**config.mk**
```make
export PLATFORM = sky130hd
export DESIGN_NAME = softstart_seq
export DESIGN_NICKNAME = d
export VERILOG_FILES = /design/src/rtl/ss_seq_pkg.sv /design/src/rtl/hyst_cmp.sv /design/src/rtl/ss_level.sv /design/src/rtl/ss_fsm.sv /design/src/rtl/softstart_seq.sv
export SDC_FILE = /design/constraint.sdc
export NUM_CORES = 1
export LEC_CHECK = 0
export BUFFER_PORTS_ARGS = -buffer_cell sky130_fd_sc_hd__buf_4
export CORE_MARGIN = 2
export CORE_UTILIZATION = 45
export DETAILED_ROUTE_END_ITERATION = 12
export GPL_TIMING_DRIVEN = 0
export PLACE_DENSITY = 0.7
export SLEW_MARGIN = 20
export SYNTH_ARGS = -nofsm -noshare
export SYNTH_HDL_FRONTEND = slang
export SYNTH_SLANG_ARGS = --single-unit
```
**constraint.sdc**
```tcl
create_clock -name clk -period 3 [get_ports clk]
set_clock_uncertainty 0.2 [all_clocks]
set_input_delay 0 -clock clk [delete_from_list [all_inputs] [get_ports clk]]
set_output_delay 0 -clock clk [all_outputs]
set_load 0.01 [all_outputs]
```
**src/rtl/ss_seq_pkg.sv**
```systemverilog
package ss_seq_pkg;
  typedef enum logic [2:0] {ST_OFF, ST_HARD, ST_START, ST_RUN, ST_STOP} seq_st_e;
  typedef enum logic [1:0] {LV_HOLD, LV_UP, LV_DOWN, LV_CLEAR} lv_op_e;

  // Saturating signed step of the level between 0 and full.
  function automatic int lvl_step(int cur, int delta, int full);
    int nxt;
    nxt = cur + delta;
    if (nxt < 0) nxt = 0;
    if (nxt > full) nxt = full;
    return nxt;
  endfunction

  function automatic int min_of(int a, int b);
    return (a < b) ? a : b;
  endfunction
endpackage

```
**src/rtl/hyst_cmp.sv**
```systemverilog
module hyst_cmp #(
  parameter int W         = 8,
  parameter int ON_AT     = 176,
  parameter int OFF_BELOW = 144
) (
  input  logic         clk,
  input  logic         rst_n,
  input  logic [W-1:0] val,
  output logic         hi
);
  always_ff @(posedge clk) begin
    if (!rst_n)                 hi <= 1'b0;
    else if (val >= W'(ON_AT))  hi <= 1'b1;
    else if (val < W'(OFF_BELOW)) hi <= 1'b0;
  end

  // R2 / R9 hysteresis behaviour
  p_set_r2_r9: assert property (@(posedge clk) disable iff (!rst_n)
    val >= W'(ON_AT) |=> hi);
  p_clr_r2_r9: assert property (@(posedge clk) disable iff (!rst_n)
    val < W'(OFF_BELOW) |=> !hi);
  p_hold_r2_r9: assert property (@(posedge clk) disable iff (!rst_n)
    (val >= W'(OFF_BELOW) && val < W'(ON_AT)) |=> $stable(hi));
endmodule

```
**src/rtl/ss_level.sv**
```systemverilog
module ss_level
  import ss_seq_pkg::*;
#(
  parameter int LVL_W   = 10,
  parameter int UP_STEP = 8,
  parameter int DN_MULT = 10
) (
  input  logic             clk,
  input  logic             rst_n,
  input  logic             tick,
  input  lv_op_e           op,
  output logic [LVL_W-1:0] level
);
  localparam int FULL    = (1 << LVL_W) - 1;
  localparam int DN_STEP = UP_STEP * DN_MULT;

  always_ff @(posedge clk) begin
    if (!rst_n) level <= '0;
    else begin
      case (op)
        LV_CLEAR: level <= '0;
        LV_UP:    if (tick) level <= LVL_W'(lvl_step(int'(level), UP_STEP, FULL));
        LV_DOWN:  if (tick) level <= LVL_W'(lvl_step(int'(level), -DN_STEP, FULL));
        default:  level <= level;
      endcase
    end
  end

  p_clear_r3: assert property (@(posedge clk) disable iff (!rst_n)
    op == LV_CLEAR |=> level == '0);
  p_up_step_r4: assert property (@(posedge clk) disable iff (!rst_n)
    (op == LV_UP && tick && int'(level) <= FULL - UP_STEP)
      |=> int'(level) == int'($past(level)) + UP_STEP);
  p_idle_r4: assert property (@(posedge clk) disable iff (!rst_n)
    (!tick && op != LV_CLEAR) |=> $stable(level));
  p_down_step_r6: assert property (@(posedge clk) disable iff (!rst_n)
    (op == LV_DOWN && tick && int'(level) >= DN_STEP)
      |=> int'(level) == int'($past(level)) - DN_STEP);
endmodule

```
**src/rtl/ss_fsm.sv**
```systemverilog
module ss_fsm
  import ss_seq_pkg::*;
#(
  parameter int LVL_W    = 10,
  parameter int LOW_CODE = 102
) (
  input  logic             clk,
  input  logic             rst_n,
  input  logic             uv_ok,
  input  logic             ref_ok,
  input  logic             ext_dis,
  input  logic             oc_flag,
  input  logic [LVL_W-1:0] level,
  output seq_st_e          state,
  output lv_op_e           op
);
  localparam logic [LVL_W-1:0] FULL = '1;
  seq_st_e st_d;

  always_comb begin
    st_d = state;
    op   = LV_HOLD;
    if (!uv_ok) begin
      st_d = ST_OFF;  op = LV_CLEAR;
    end else if (!ref_ok || ext_dis) begin
      st_d = ST_HARD; op = LV_CLEAR;
    end else begin
      case (state)
        ST_OFF, ST_HARD: st_d = ST_START;
        ST_START: begin
          if (oc_flag) st_d = ST_STOP;
          else begin
            op = LV_UP;
            if (level == FULL) st_d = ST_RUN;
          end
        end
        ST_RUN:  if (oc_flag) st_d = ST_STOP;
        ST_STOP: begin
          if (level < LVL_W'(LOW_CODE)) st_d = ST_START;
          else op = LV_DOWN;
        end
        default: st_d = ST_OFF;
      endcase
    end
  end

  always_ff @(posedge clk) begin
    if (!rst_n) state <= ST_OFF;
    else        state <= st_d;
  end

  p_uv_off_r2: assert property (@(posedge clk) disable iff (!rst_n)
    !uv_ok |=> state == ST_OFF);
  p_run_entry_r5: assert property (@(posedge clk) disable iff (!rst_n)
    (state == ST_RUN && $past(state) != ST_RUN) |-> $past(level) == FULL);
  p_restart_r7: assert property (@(posedge clk) disable iff (!rst_n)
    (state == ST_STOP && level < LVL_W'(LOW_CODE) && uv_ok && ref_ok && !ext_dis)
      |=> state == ST_START);
endmodule

```
**src/rtl/softstart_seq.sv**
```systemverilog
module softstart_seq
  import ss_seq_pkg::*;
#(
  parameter int SUP_W       = 8,
  parameter int UV_ON_CODE  = 176,
  parameter int UV_OFF_CODE = 144,
  parameter int LVL_W       = 10,
  parameter int UP_STEP     = 8,
  parameter int DN_MULT     = 10,
  parameter int LOW_CODE    = 102,
  parameter int NL_OFF_CODE = 102,
  parameter int NL_ON_CODE  = 124
) (
  input  logic             clk,
  input  logic             rst_n,
  input  logic             tick,
  input  logic [SUP_W-1:0] sup_code,
  input  logic             ref_ok,
  input  logic             ext_dis,
  input  logic             oc_flag,
  input  logic [LVL_W-1:0] err_cmd,
  output logic [LVL_W-1:0] ss_level,
  output logic [LVL_W-1:0] err_clamp,
  output logic             force_low,
  output logic             out_en
);
  logic    uv_ok;
  logic    nl_ok;
  logic    hard_fault;
  logic    drive_state;
  seq_st_e state;
  lv_op_e  lv_op;

  hyst_cmp #(.W(SUP_W), .ON_AT(UV_ON_CODE), .OFF_BELOW(UV_OFF_CODE)) u_uvlo (
    .clk(clk), .rst_n(rst_n), .val(sup_code), .hi(uv_ok));

  ss_fsm #(.LVL_W(LVL_W), .LOW_CODE(LOW_CODE)) u_fsm (
    .clk(clk), .rst_n(rst_n), .uv_ok(uv_ok), .ref_ok(ref_ok), .ext_dis(ext_dis),
    .oc_flag(oc_flag), .level(ss_level), .state(state), .op(lv_op));

  ss_level #(.LVL_W(LVL_W), .UP_STEP(UP_STEP), .DN_MULT(DN_MULT)) u_lvl (
    .clk(clk), .rst_n(rst_n), .tick(tick), .op(lv_op), .level(ss_level));

  always_comb begin
    if (state == ST_RUN) err_clamp = err_cmd;
    else err_clamp = LVL_W'(min_of(int'(err_cmd), int'(ss_level)));
  end

  hyst_cmp #(.W(LVL_W), .ON_AT(NL_ON_CODE), .OFF_BELOW(NL_OFF_CODE)) u_noload (
    .clk(clk), .rst_n(rst_n), .val(err_clamp), .hi(nl_ok));

  assign hard_fault  = !uv_ok || !ref_ok || ext_dis;
  assign drive_state = (state == ST_START) || (state == ST_RUN);
  assign force_low   = hard_fault || oc_flag || !drive_state;
  assign out_en      = !force_low && nl_ok;

  p_oc_low_r6: assert property (@(posedge clk) disable iff (!rst_n)
    oc_flag |-> force_low && !out_en);
  p_dis_low_r3: assert property (@(posedge clk) disable iff (!rst_n)
    (ext_dis || !ref_ok) |-> force_low);
  p_clamp_r8: assert property (@(posedge clk) disable iff (!rst_n)
    state != ST_RUN |-> err_clamp <= ss_level);
  p_en_state_r10: assert property (@(posedge clk) disable iff (!rst_n)
    out_en |-> (state == ST_START || state == ST_RUN));
endmodule

```
==> results.json, run 1 <==
{
  "status": "finished, violations left",
  "cts_made_buffers": 3,
  "cts_tree": "done",
  "core-area_um2": 3050,
  "grt_use_total": 0.220,
  "pwr-share-clk": 0.277,
  "async_flop_share": 0,
  "min_period_ns": 2.80,
  "endpoint_kind": "output pin",
  "min_to": "u_lvl.level[5]",
  "r2r.worst_path.cells": 13,
  "vias": 1565,
  "critPathArrivalTime_ns": 2.60,
  "swShare": 0.261,
  "worst_slew_pin_slew_ns": 0.489,
  "place.gp.congestion": 0.837,
  "reg2reg_to": "u_lvl.level[8]",
  "path_buf_inv": 3,
  "final_util": 0.634,
  "postSynthAreaPerCell_um2": 7.54,
  "crit_family": "compound AO/OA/AOI/OAI gates",
  "reg2reg_from": "u_lvl.level[5]",
  "grt_overflow": 0,
  "worstPathRequired_ns": 2.80,
  "routed_wl_um": 3770,
  "area_growth_pct": 33.0,
  "drtPass1Iterations": 4,
  "rows": 20,
  "p_per_area_nw_per_um2": 220,
  "wl_per_cell_um": 13.1,
  "yosysUniqueCellTypes": 48,
  "worstHoldStart": "rst_n",
  "finalMaxSlewViolations": 0,
  "rsz0062_at_grt": "false",
  "drt_iter0_drc": 65,
  "r2r_slack_ns": 0.21,
  "root_buffer": "clkbuf_4",
  "clkTransAtPathRegs_ns": 0.09,
  "drive_above_1_share": 0.261,
  "critical_path.slowest_cell": "dfxtp_1",
  "yosysSeqAreaShare": 0.206,
  "diodes": 0,
  "ys.flop_type": "dfxtp_1",
  "first_global_vias": 1456,
  "p_seq_frac": 0.479,
  "timing.fmax_ghz": 0.357,
  "via_per_inst": 5.42,
  "hold_viol": 1,
  "start_util": 0.477,
  "final_antenna_net_count": 0,
  "hpwl_um": 2920,
  "cap_viol_max_count": 0,
  "hold_path.class": "primary input to flip-flop",
  "violations": "negative hold slack",
  "worst_slack_ns": 0.196,
  "crit_chain": "inv_1, ha_1, a21o_1, nand3_1, a21oi_1, o41a_1, buf_6, mux2_4, buf_4",
  "post-place-ws_ns": -0.136,
  "post-route-period-util": 0.935,
  "slowest_delay_ns": 0.52,
  "htree_levels": 1,
  "relSlewSlack": 0.671,
  "vdd_ir_drop_max_mv": 0.217,
  "start_kind": "flip-flop",
  "p_leak_nw": 0.823,
  "synthesis.area_um2": 1460,
  "hold_slack_ns": -0.000928,
  "min_delay_path_depth": 4,
  "grt_pass1_wl_um": 6250,
  "p_sw_mw": 0.111,
  "ys_seq_elements": 15,
  "dieArea_um2": 3700,
  "cp_max_fo": 10,
  "antenna_found_initial": 0,
  "synth-edff-count": 0,
  "clk_latency_ns": 0.29,
  "pin_count": 46,
  "die_h_um": 60.9,
  "port_buffers": 41,
  "comb_power_share": 0.244,
  "synth_nets": 233,
  "synthCells": 193,
  "final_nets": 286,
  "finalSetupViolations": 0,
  "grt_start_max_net_pins": 11,
  "drc": 0,
  "critical_path_class": "flip-flop to output pin",
  "ys.warnings.count": 0,
  "die_w_um": 60.9,
  "critPathLaunch": "u_lvl.level[3]",
  "internal_power_mw": 0.314,
  "cts_buffer_depth": 2,
  "clock_sinks": 15
}
-- routing by layer --
layer / GRT usage / vias to the layer above / part of all wire
met5: 0 / - / 0
met4: 0.0683 / 0 / 0.014
met3: 0.0277 / 6 / 0.042
met2: 0.382 / 46 / 0.47
met1: 0.282 / 715 / 0.47
li1: - / 798 / -
-- state kept, by name (all words and copies together) (netlist names) --
signal / count
u_uvlo.hi: 1
u_noload.hi: 1
u_lvl.level: 10
u_fsm.state: 3
-- kinds of logic (layout without fill, tap and decap cells) --
family | after synthesis | after routing | share of synthesized area
xor gates and xnor gates | 2 | 2 | 0.0120
adders and majority gates | 17 | 17 | 0.144
DFF | 15 | 15 | 0.206
AOI/OAI and AO/OA | 59 | 59 | 0.248
buffers and inverters | 21 | 73 | 0.0662
muxes | 9 | 9 | 0.0877
and+or+nand+nor | 70 | 70 | 0.236
-- final cells by class --
class	instances	area, µm²
Inverter	14	52.6
Buffer	5	36.3
Tap cell	44	55.1
Fill cell	314	1120
Multi-Input combinational cell	157	1060
Sequential cell	15	303
Clock buffer	4	26.3
Timing Repair Buffer	50	398
-- worst register-to-register path, stage by stage (launching register included) --
cell,delay [ns]
dfxtp_1,0.57
ha_1,0.23
o21a_1,0.11
o21ai_0,0.06
nand2_1,0.08
nand3_1,0.15
and2_1,0.23
ha_2,0.23
nor2_1,0.17
o21bai_2,0.11
nor2_1,0.14
nand2_1,0.17
a21oi_1,0.17
a22o_1,0.13
-- stage by stage --
stage	std cells	power (mW)	TNS [ns]	cell area, µm²
floorplan	193	0.259	0	1460
global placement	278	0.302	-0.893	1820
detailed placement	278	0.302	-0.927	1820
CTS	290	0.431	0	1930
global route	289	0.449	0	1940
finish	289	0.425	0	1940
-- Yosys cell counts (2+ instances only) --
library cell	count	area share
nand2b_1	3	0.013
buf_6	2	0.015
xnor2_1	2	0.012
nor3_1	6	0.021
nand3_1	9	0.031
and2_1	3	0.013
nand4_1	2	0.0086
mux2_2	2	0.015
a21oi_1	21	0.072
inv_1	14	0.036
dfxtp_1	15	0.21
o21ai_1	2	0.0069
o21ai_0	16	0.055
buf_2	2	0.0069
a21boi_0	3	0.015
nor2_1	13	0.034
clkbuf_1	3	0.0077
nor2b_1	2	0.0086
nand2_1	22	0.057
ha_1	16	0.14
o21a_1	2	0.010
mux2_4	7	0.072
-- worst max path at each step --
| stage | to | slack [ns] | depth (start not counted) |
|---|---|---|---|
| floorplan | u_lvl.level[8] | 0.26 | 15 |
| finish | err_clamp[1] | 0.20 | 9 |
| detailed placement | u_lvl.level[7] | -0.14 | 15 |
| CTS | u_lvl.level[7] | 0.07 | 14 |
| global route | u_lvl.level[8] | 0.01 | 13 |
| global placement | u_lvl.level[8] | -0.15 | 15 |
-- power by group through the flow --
stage               logic, mW  clock network, mW  registers, mW
floorplan              0.0519                  0          0.207
global placement       0.0939                  0          0.208
detailed placement     0.0943                  0          0.208
CTS                     0.103              0.125          0.203
global route            0.113              0.132          0.204
finish                  0.104              0.118          0.203
-- repair_timing --
action | CTS | global route
gates resized for setup | 1 | 3
hold buffers | 9 | 0
setup buffers | 0 | 0
setup endpoints to repair | 10 | 16
endpoints found under the hold margin | 4 | 0
-- layout by cell type (no fill, tap or decap), types with 2 or more instances in the layout --
| master | netlist | final |
|---|---|---|
| o21a_1 | 2 | 2 |
| nand4_1 | 2 | 2 |
| mux2_4 | 7 | 7 |
| o21ai_0 | 16 | 16 |
| nand2b_1 | 3 | 3 |
| nor2_1 | 13 | 13 |
| nand2_1 | 22 | 22 |
| clkbuf_1 | 3 | 2 |
| inv_1 | 14 | 14 |
| o21ai_1 | 2 | 2 |
| dlygate4sd3_1 | 0 | 9 |
| nand3_1 | 9 | 9 |
| dfxtp_1 | 15 | 13 |
| buf_6 | 2 | 2 |
| a21oi_1 | 21 | 21 |
| buf_4 | 0 | 41 |
| xnor2_1 | 2 | 2 |
| ha_1 | 16 | 15 |
| nor2b_1 | 2 | 2 |
| mux2_2 | 2 | 2 |
| a21boi_0 | 3 | 3 |
| clkbuf_4 | 0 | 3 |
| dfxtp_2 | 0 | 2 |
| nor3_1 | 6 | 6 |
| and2_1 | 3 | 3 |
| buf_2 | 2 | 2 |
Note: power is estimated with default switching activity, not from simulation.
==> inputs of run 2 (changes only) <==
--- a/config.mk
+++ b/config.mk
@@ -6,12 +6,13 @@
 export NUM_CORES = 1
 export LEC_CHECK = 0
 export BUFFER_PORTS_ARGS = -buffer_cell sky130_fd_sc_hd__buf_4
+export CORE_ASPECT_RATIO = 0.6
 export CORE_MARGIN = 2
 export CORE_UTILIZATION = 45
 export DETAILED_ROUTE_END_ITERATION = 12
 export GPL_TIMING_DRIVEN = 0
 export PLACE_DENSITY = 0.7
-export SLEW_MARGIN = 20
+export SLEW_MARGIN = 10
 export SYNTH_ARGS = -nofsm -noshare
 export SYNTH_HDL_FRONTEND = slang
 export SYNTH_SLANG_ARGS = --single-unit
==> results.json, run 2 (synthesized netlist as in run 1, its figures left out) <==
{
  "slowest_delay_ns": 0.53,
  "postCtsSetupRepairBufs": 0,
  "r2r.worst_path.cells": 14,
  "r2r_slack_ns": 0.20,
  "start_kind": "flip-flop",
  "worst_slew_pin_slew_ns": 0.565,
  "final_common_cell": "buf_4",
  "die_h_um": 48.0,
  "multi_input_area_um2": 1070,
  "drtPass1Iterations": 4,
  "wl_per_cell_um": 15.2,
  "critical_path_class": "flip-flop to output pin",
  "internal_power_mw": 0.356,
  "worst_slack_ns": 0.187,
  "worstHoldStart": "err_cmd[9]",
  "min_period_ns": 2.81,
  "seq_area_um2": 303,
  "vias": 1602,
  "grt_use_total": 0.251,
  "place.gp.congestion": 0.931,
  "port_buffers": 41,
  "first_global_vias": 1533,
  "cts_buffer_depth": 2,
  "finalSetupViolations": 0,
  "critPathLaunch": "u_lvl.level[3]",
  "dp.cells": 276,
  "hold_slack_ns": 0.0320,
  "timing.fmax_ghz": 0.355,
  "via_per_inst": 5.60,
  "start_util": 0.491,
  "final_cell_mix": "buf_4, a21oi_1, nand2_1",
  "final_nets": 285,
  "cts_made_buffers": 3,
  "p_sw_mw": 0.117,
  "swShare": 0.247,
  "cap_viol_max_count": 0,
  "clkTransAtPathRegs_ns": 0.06,
  "relSlewSlack": 0.619,
  "hold_viol": 0,
  "rows": 15,
  "cts_tree": "done",
  "core-area_um2": 2970,
  "grt_start_max_net_pins": 11,
  "design_area_um2": 1950,
  "endpoint_kind": "output pin",
  "post-route-period-util": 0.938,
  "antenna_found_initial": 0,
  "root_buffer": "clkbuf_8",
  "status": "completed",
  "power_mw": 0.473,
  "reg2reg_from": "u_lvl.level[4]",
  "p_seq_frac": 0.431,
  "pin_count": 46,
  "drt_iter0_drc": 63,
  "drc": 0,
  "top_register": "u_lvl.level",
  "worstPathRequired_ns": 2.80,
  "die_w_um": 77.4,
  "reg2reg_to": "u_lvl.level[8]",
  "p_per_area_nw_per_um2": 243,
  "grt_pass1_wl_um": 7040,
  "rsz0062_at_grt": "false",
  "final_cells": 286,
  "comb_power_share": 0.224,
  "critical_path.slowest_cell": "dfxtp_1",
  "grt_overflow": 0,
  "placed_cell_area_um2": 1820,
  "p_leak_nw": 0.828,
  "hold_path.class": "primary input to flip-flop",
  "largest_reg_flops": 10,
  "finalMaxSlewViolations": 0,
  "hpwl_um": 3420,
  "clock_sinks": 15,
  "final_antenna_net_count": 0,
  "critPathArrivalTime_ns": 2.61,
  "crit_chain": "inv_1, ha_1, a21o_1, nand3_1, a21oi_1, o41a_1, buf_6, mux2_4, buf_4",
  "post-place-ws_ns": -0.291,
  "pwr-share-clk": 0.344,
  "drive_above_1_share": 0.270,
  "largestRegisters": "u_lvl.level (10), u_fsm.state (3)",
  "routed_wl_um": 4350,
  "area_growth_pct": 33.8,
  "vdd_ir_drop_max_mv": 0.256,
  "cp_max_fo": 10,
  "num-fill-cells": 272,
  "diodes": 0,
  "endpoint": "err_clamp[2]",
  "htree_levels": 1,
  "dieArea_um2": 3720,
  "clk_latency_ns": 0.25
}
-- run 2: changes by cell type in the layout (fill, tap and decap cells not counted) --
cell,previous run,this run
nand2_2,1,2
nor2_2,1,2
clkbuf_8,0,3
dlygate4sd3_1,9,8
clkbuf_4,3,0
nand2_1,22,21
nor2_1,13,12
-- run 2: worst max-delay path: cells and delay by family, from the launching register on --
family	cells	cell delay, ns
flip-flops	1	0.53
AO/OA/AOI/OAI	3	0.65
adder cells (fa/ha/maj)	1	0.31
multiplexers	1	0.30
AND/OR/NAND/NOR	1	0.07
buffers and inverters	3	0.49
-- run 2: worst min-delay path by stage --
stage,end,slack (ns),cells past startpoint
4_1_cts,u_noload.hi,0.03,4
5_1_grt,u_noload.hi,0.06,4
6_report,u_noload.hi,0.03,4
2_1_floorplan,u_uvlo.hi,-0.07,1
3_3_place_gp,u_uvlo.hi,0.02,2
3_5_place_dp,u_uvlo.hi,0.05,2
-- run 2: repair_timing --
action,4_1_cts,5_1_grt
hold endpoints to repair,4,0
setup endpoints to repair,10,15
gates resized for setup,2,4
cloned,0,0
hold buffers,8,0
-- run 2: power by group through the flow --
stage / registers (mW) / clock network, mW / logic, mW
global route: 0.204 / 0.180 / 0.116
global placement: 0.208 / 0 / 0.0934
detailed placement: 0.208 / 0 / 0.0966
CTS: 0.204 / 0.169 / 0.105
floorplan: 0.207 / 0 / 0.0519
finish: 0.204 / 0.163 / 0.106
-- run 2: cell type report --
cell class                 count  area share
tap                           42      0.0270
inverter                      14      0.0270
multi-input combinational    157       0.549
timing repair buffer          49       0.199
sequential                    15       0.156
clock buffer                   4      0.0231
buffer                         5      0.0186
-- run 2: through the flow --
stage,util,setup TNS (ns)
after global routing,0.657,0
after floorplan,-,0
final,0.657,0
after CTS,0.654,0
after global placement,0.612,-1.02
after detailed placement,0.612,-2.12
-- run 2: layer usage --
layer,GRT usage,up-vias,part of all wire
met5,0,-,0
met4,0.0893,0,0.0092
met3,0.0547,4,0.059
met2,0.437,59,0.44
met1,0.320,742,0.49
li1,-,797,-
==> inputs of run 3 (changes only) <==
--- a/config.mk
+++ b/config.mk
@@ -5,13 +5,14 @@
 export SDC_FILE = /design/constraint.sdc
 export NUM_CORES = 1
 export LEC_CHECK = 0
+export ABC_AREA = 1
 export BUFFER_PORTS_ARGS = -buffer_cell sky130_fd_sc_hd__buf_4
 export CORE_ASPECT_RATIO = 0.6
 export CORE_MARGIN = 2
 export CORE_UTILIZATION = 45
 export DETAILED_ROUTE_END_ITERATION = 12
 export GPL_TIMING_DRIVEN = 0
-export PLACE_DENSITY = 0.7
+export PLACE_DENSITY = 0.69
 export SLEW_MARGIN = 10
 export SYNTH_ARGS = -nofsm -noshare
 export SYNTH_HDL_FRONTEND = slang
==> results.json, run 3 <==
{
  "status": "completed",
  "diodes": 0,
  "hold_viol": 0,
  "cp_common_cell": "nor2_2",
  "grt_pass1_wl_um": 7200,
  "port_buffers": 41,
  "finalMaxSlewViolations": 0,
  "critPathArrivalTime_ns": 2.71,
  "postSynthAreaPerCell_um2": 6.29,
  "drtPass1Iterations": 4,
  "critPathLaunch": "u_lvl.level[9]",
  "synthCells": 252,
  "relSlewSlack": 0.677,
  "power_mw": 0.482,
  "hold_path.class": "primary input to flip-flop",
  "final_nets": 347,
  "cts_made_buffers": 3,
  "cap_viol_max_count": 0,
  "htree_levels": 1,
  "final_cell_mix": "nand2_1, buf_4, inv_1",
  "drc": 0,
  "hpwl_um": 3430,
  "largest_reg_flops": 10,
  "start_util": 0.480,
  "synth_area_leaders": "dfxtp_1, nand2_1, ha_1, a21oi_1, inv_1",
  "reg2reg_from": "u_lvl.level[9]",
  "synth_area_leader_cell": "dfxtp_1",
  "vdd_ir_drop_max_mv": 0.165,
  "crit_family": "simple AND/OR/NAND/NOR gates",
  "synth-edff-count": 0,
  "yosysUniqueCellTypes": 34,
  "cts_buffer_depth": 2,
  "start_kind": "flip-flop",
  "hold_slack_ns": 0.0497,
  "largestRegisters": "u_lvl.level (10), u_fsm.state (3)",
  "vias": 1748,
  "pin_count": 46,
  "place.gp.congestion": 0.869,
  "yosysSeqAreaShare": 0.190,
  "ys_seq_elements": 15,
  "p_leak_nw": 0.987,
  "drive_above_1_share": 0.261,
  "die_h_um": 50.0,
  "top_register": "u_lvl.level",
  "p_sw_mw": 0.130,
  "swShare": 0.270,
  "final_cells": 351,
  "dp.cells": 338,
  "rsz0062_at_grt": "false",
  "clkTransAtPathRegs_ns": 0.06,
  "critical_path_class": "flip-flop to flip-flop",
  "synthesis.area_um2": 1580,
  "grt_use_total": 0.229,
  "crit_chain": "inv_1, nand2_1, nor2_2, o21a_1, nor2_2, nor2_2, inv_1, ha_2, inv_2, a21oi_1, nor2_1, inv_2, nor2_4, o21a_1, o21ai_0, a21oi_1",
  "comb_power_share": 0.239,
  "rows": 16,
  "clock_sinks": 15,
  "die_w_um": 80.6,
  "finalSetupViolations": 0,
  "cp_max_fo": 8,
  "timing.fmax_ghz": 0.366,
  "min_period_ns": 2.73,
  "wl_per_cell_um": 12.1,
  "ys_top_cells_by_count": "nand2_1, inv_1, a21oi_1",
  "area_growth_pct": 32.5,
  "worst_slew_pin_slew_ns": 0.484,
  "clk_latency_ns": 0.25,
  "antenna_found_initial": 0,
  "final_antenna_net_count": 0,
  "root_buffer": "clkbuf_8",
  "internal_power_mw": 0.352,
  "routed_wl_um": 4240,
  "grt_overflow": 0,
  "slowest_delay_ns": 0.36,
  "synth.most_common_cell": "nand2_1",
  "dieArea_um2": 4030,
  "endpoint_kind": "flip-flop",
  "cts_tree": "done",
  "setup_tns_ns": 0,
  "core-area_um2": 3300,
  "via_per_inst": 4.98,
  "worstHoldStart": "err_cmd[7]",
  "worstPathRequired_ns": 2.97,
  "final_common_cell": "nand2_1",
  "p_seq_frac": 0.423,
  "grt_start_max_net_pins": 11,
  "ys.flop_type": "dfxtp_1",
  "critical_path.slowest_cell": "dfxtp_1",
  "first_global_vias": 1510,
  "ys.warnings.count": 0,
  "drt_iter0_drc": 140,
  "synth_top_area_frac": 0.190,
  "synth_nets": 292,
  "path_buf_inv": 4,
  "p_per_area_nw_per_um2": 230,
  "async_flop_share": 0,
  "post-route-period-util": 0.911,
  "final_util": 0.635,
  "pwr-share-clk": 0.338
}
run 3: cell count changes after synthesis, sizes merged, moves of 3 or more:
cell,change
nand2,+45
inv,+26
nor2,+13
mux2,-9
a21oi,+7
o21ai,+5
and2,-4
a21boi,-3
nand2b,-3
run 3: cells by family after synthesis:
kind of cell	synth area share
AOI/OAI and AO/OA	0.219
xor gates and xnor gates	0.0111
adders and majority gates	0.126
buffers and inverters	0.107
DFF	0.190
and+or+nand+nor	0.347
run 3: layout make-up:
type | instances | area, µm²
clock buffers | 4 | 45.0
repair buffers | 50 | 395
well taps | 45 | 56.3
plain buffers | 3 | 20.0
inverters | 40 | 150
flip-flops and latches | 15 | 305
fillers | 328 | 1200
multi-input cells | 194 | 1130
run 3: per-stage QoR:
step / worst slack (ns) / area [µm²]
2_1_floorplan: 0.345 / 1580
3_3_place_gp: -0.0799 / 1950
3_5_place_dp: -0.0965 / 1950
4_1_cts: 0.00965 / 2080
5_1_grt: 0.0103 / 2100
6_report: 0.266 / 2100
run 3: what timing repair did:
| item | in CTS | in global routing |
|---|---|---|
| buffers inserted | 0 | 1 |
| resized for setup | 5 | 5 |
| pin swaps | 0 | 1 |
| hold buffers | 8 | 0 |
| hold endpoints to repair | 5 | 0 |
| endpoints found under the setup margin | 3 | 10 |
run 3: power groups by stage:
| stage | logic, mW | registers (mW) | clock network, mW |
|---|---|---|---|
| 2_1_floorplan | 0.0579 | 0.208 | 0 |
| 3_3_place_gp | 0.106 | 0.208 | 0 |
| 3_5_place_dp | 0.107 | 0.208 | 0 |
| 4_1_cts | 0.114 | 0.204 | 0.166 |
| 5_1_grt | 0.130 | 0.204 | 0.177 |
| 6_report | 0.115 | 0.204 | 0.163 |
run 3: worst reg2reg max path, cell delays in order (launching register included):
cell	delay (ns)
dfxtp_1	0.36
inv_1	0.17
nand2_1	0.12
nor2_2	0.18
o21a_1	0.18
nor2_2	0.06
nor2_2	0.13
inv_1	0.06
ha_2	0.22
inv_2	0.12
a21oi_1	0.07
nor2_1	0.16
inv_2	0.12
nor2_4	0.12
o21a_1	0.15
o21ai_0	0.08
a21oi_1	0.14
run 3: worst paths after layout:
kind                                       end  slack [ns]  cells past startpoint
worst min register to register  u_lvl.level[0]        0.32                      2
worst max register to register  u_lvl.level[1]        0.27                     16
worst max-delay path            u_lvl.level[1]        0.27                     16
worst min-delay path               u_noload.hi        0.05                      5
run 3: layer usage:
metal / up-vias / track usage / share of wire / wire (µm)
li1: 930 / - / - / -
met1: 767 / 0.358 / 0.54 / 2310
met2: 46 / 0.325 / 0.39 / 1660
met3: 5 / 0.0476 / 0.059 / 251
met4: 0 / 0.0254 / 0.0040 / 17
met5: - / 0 / 0 / 0
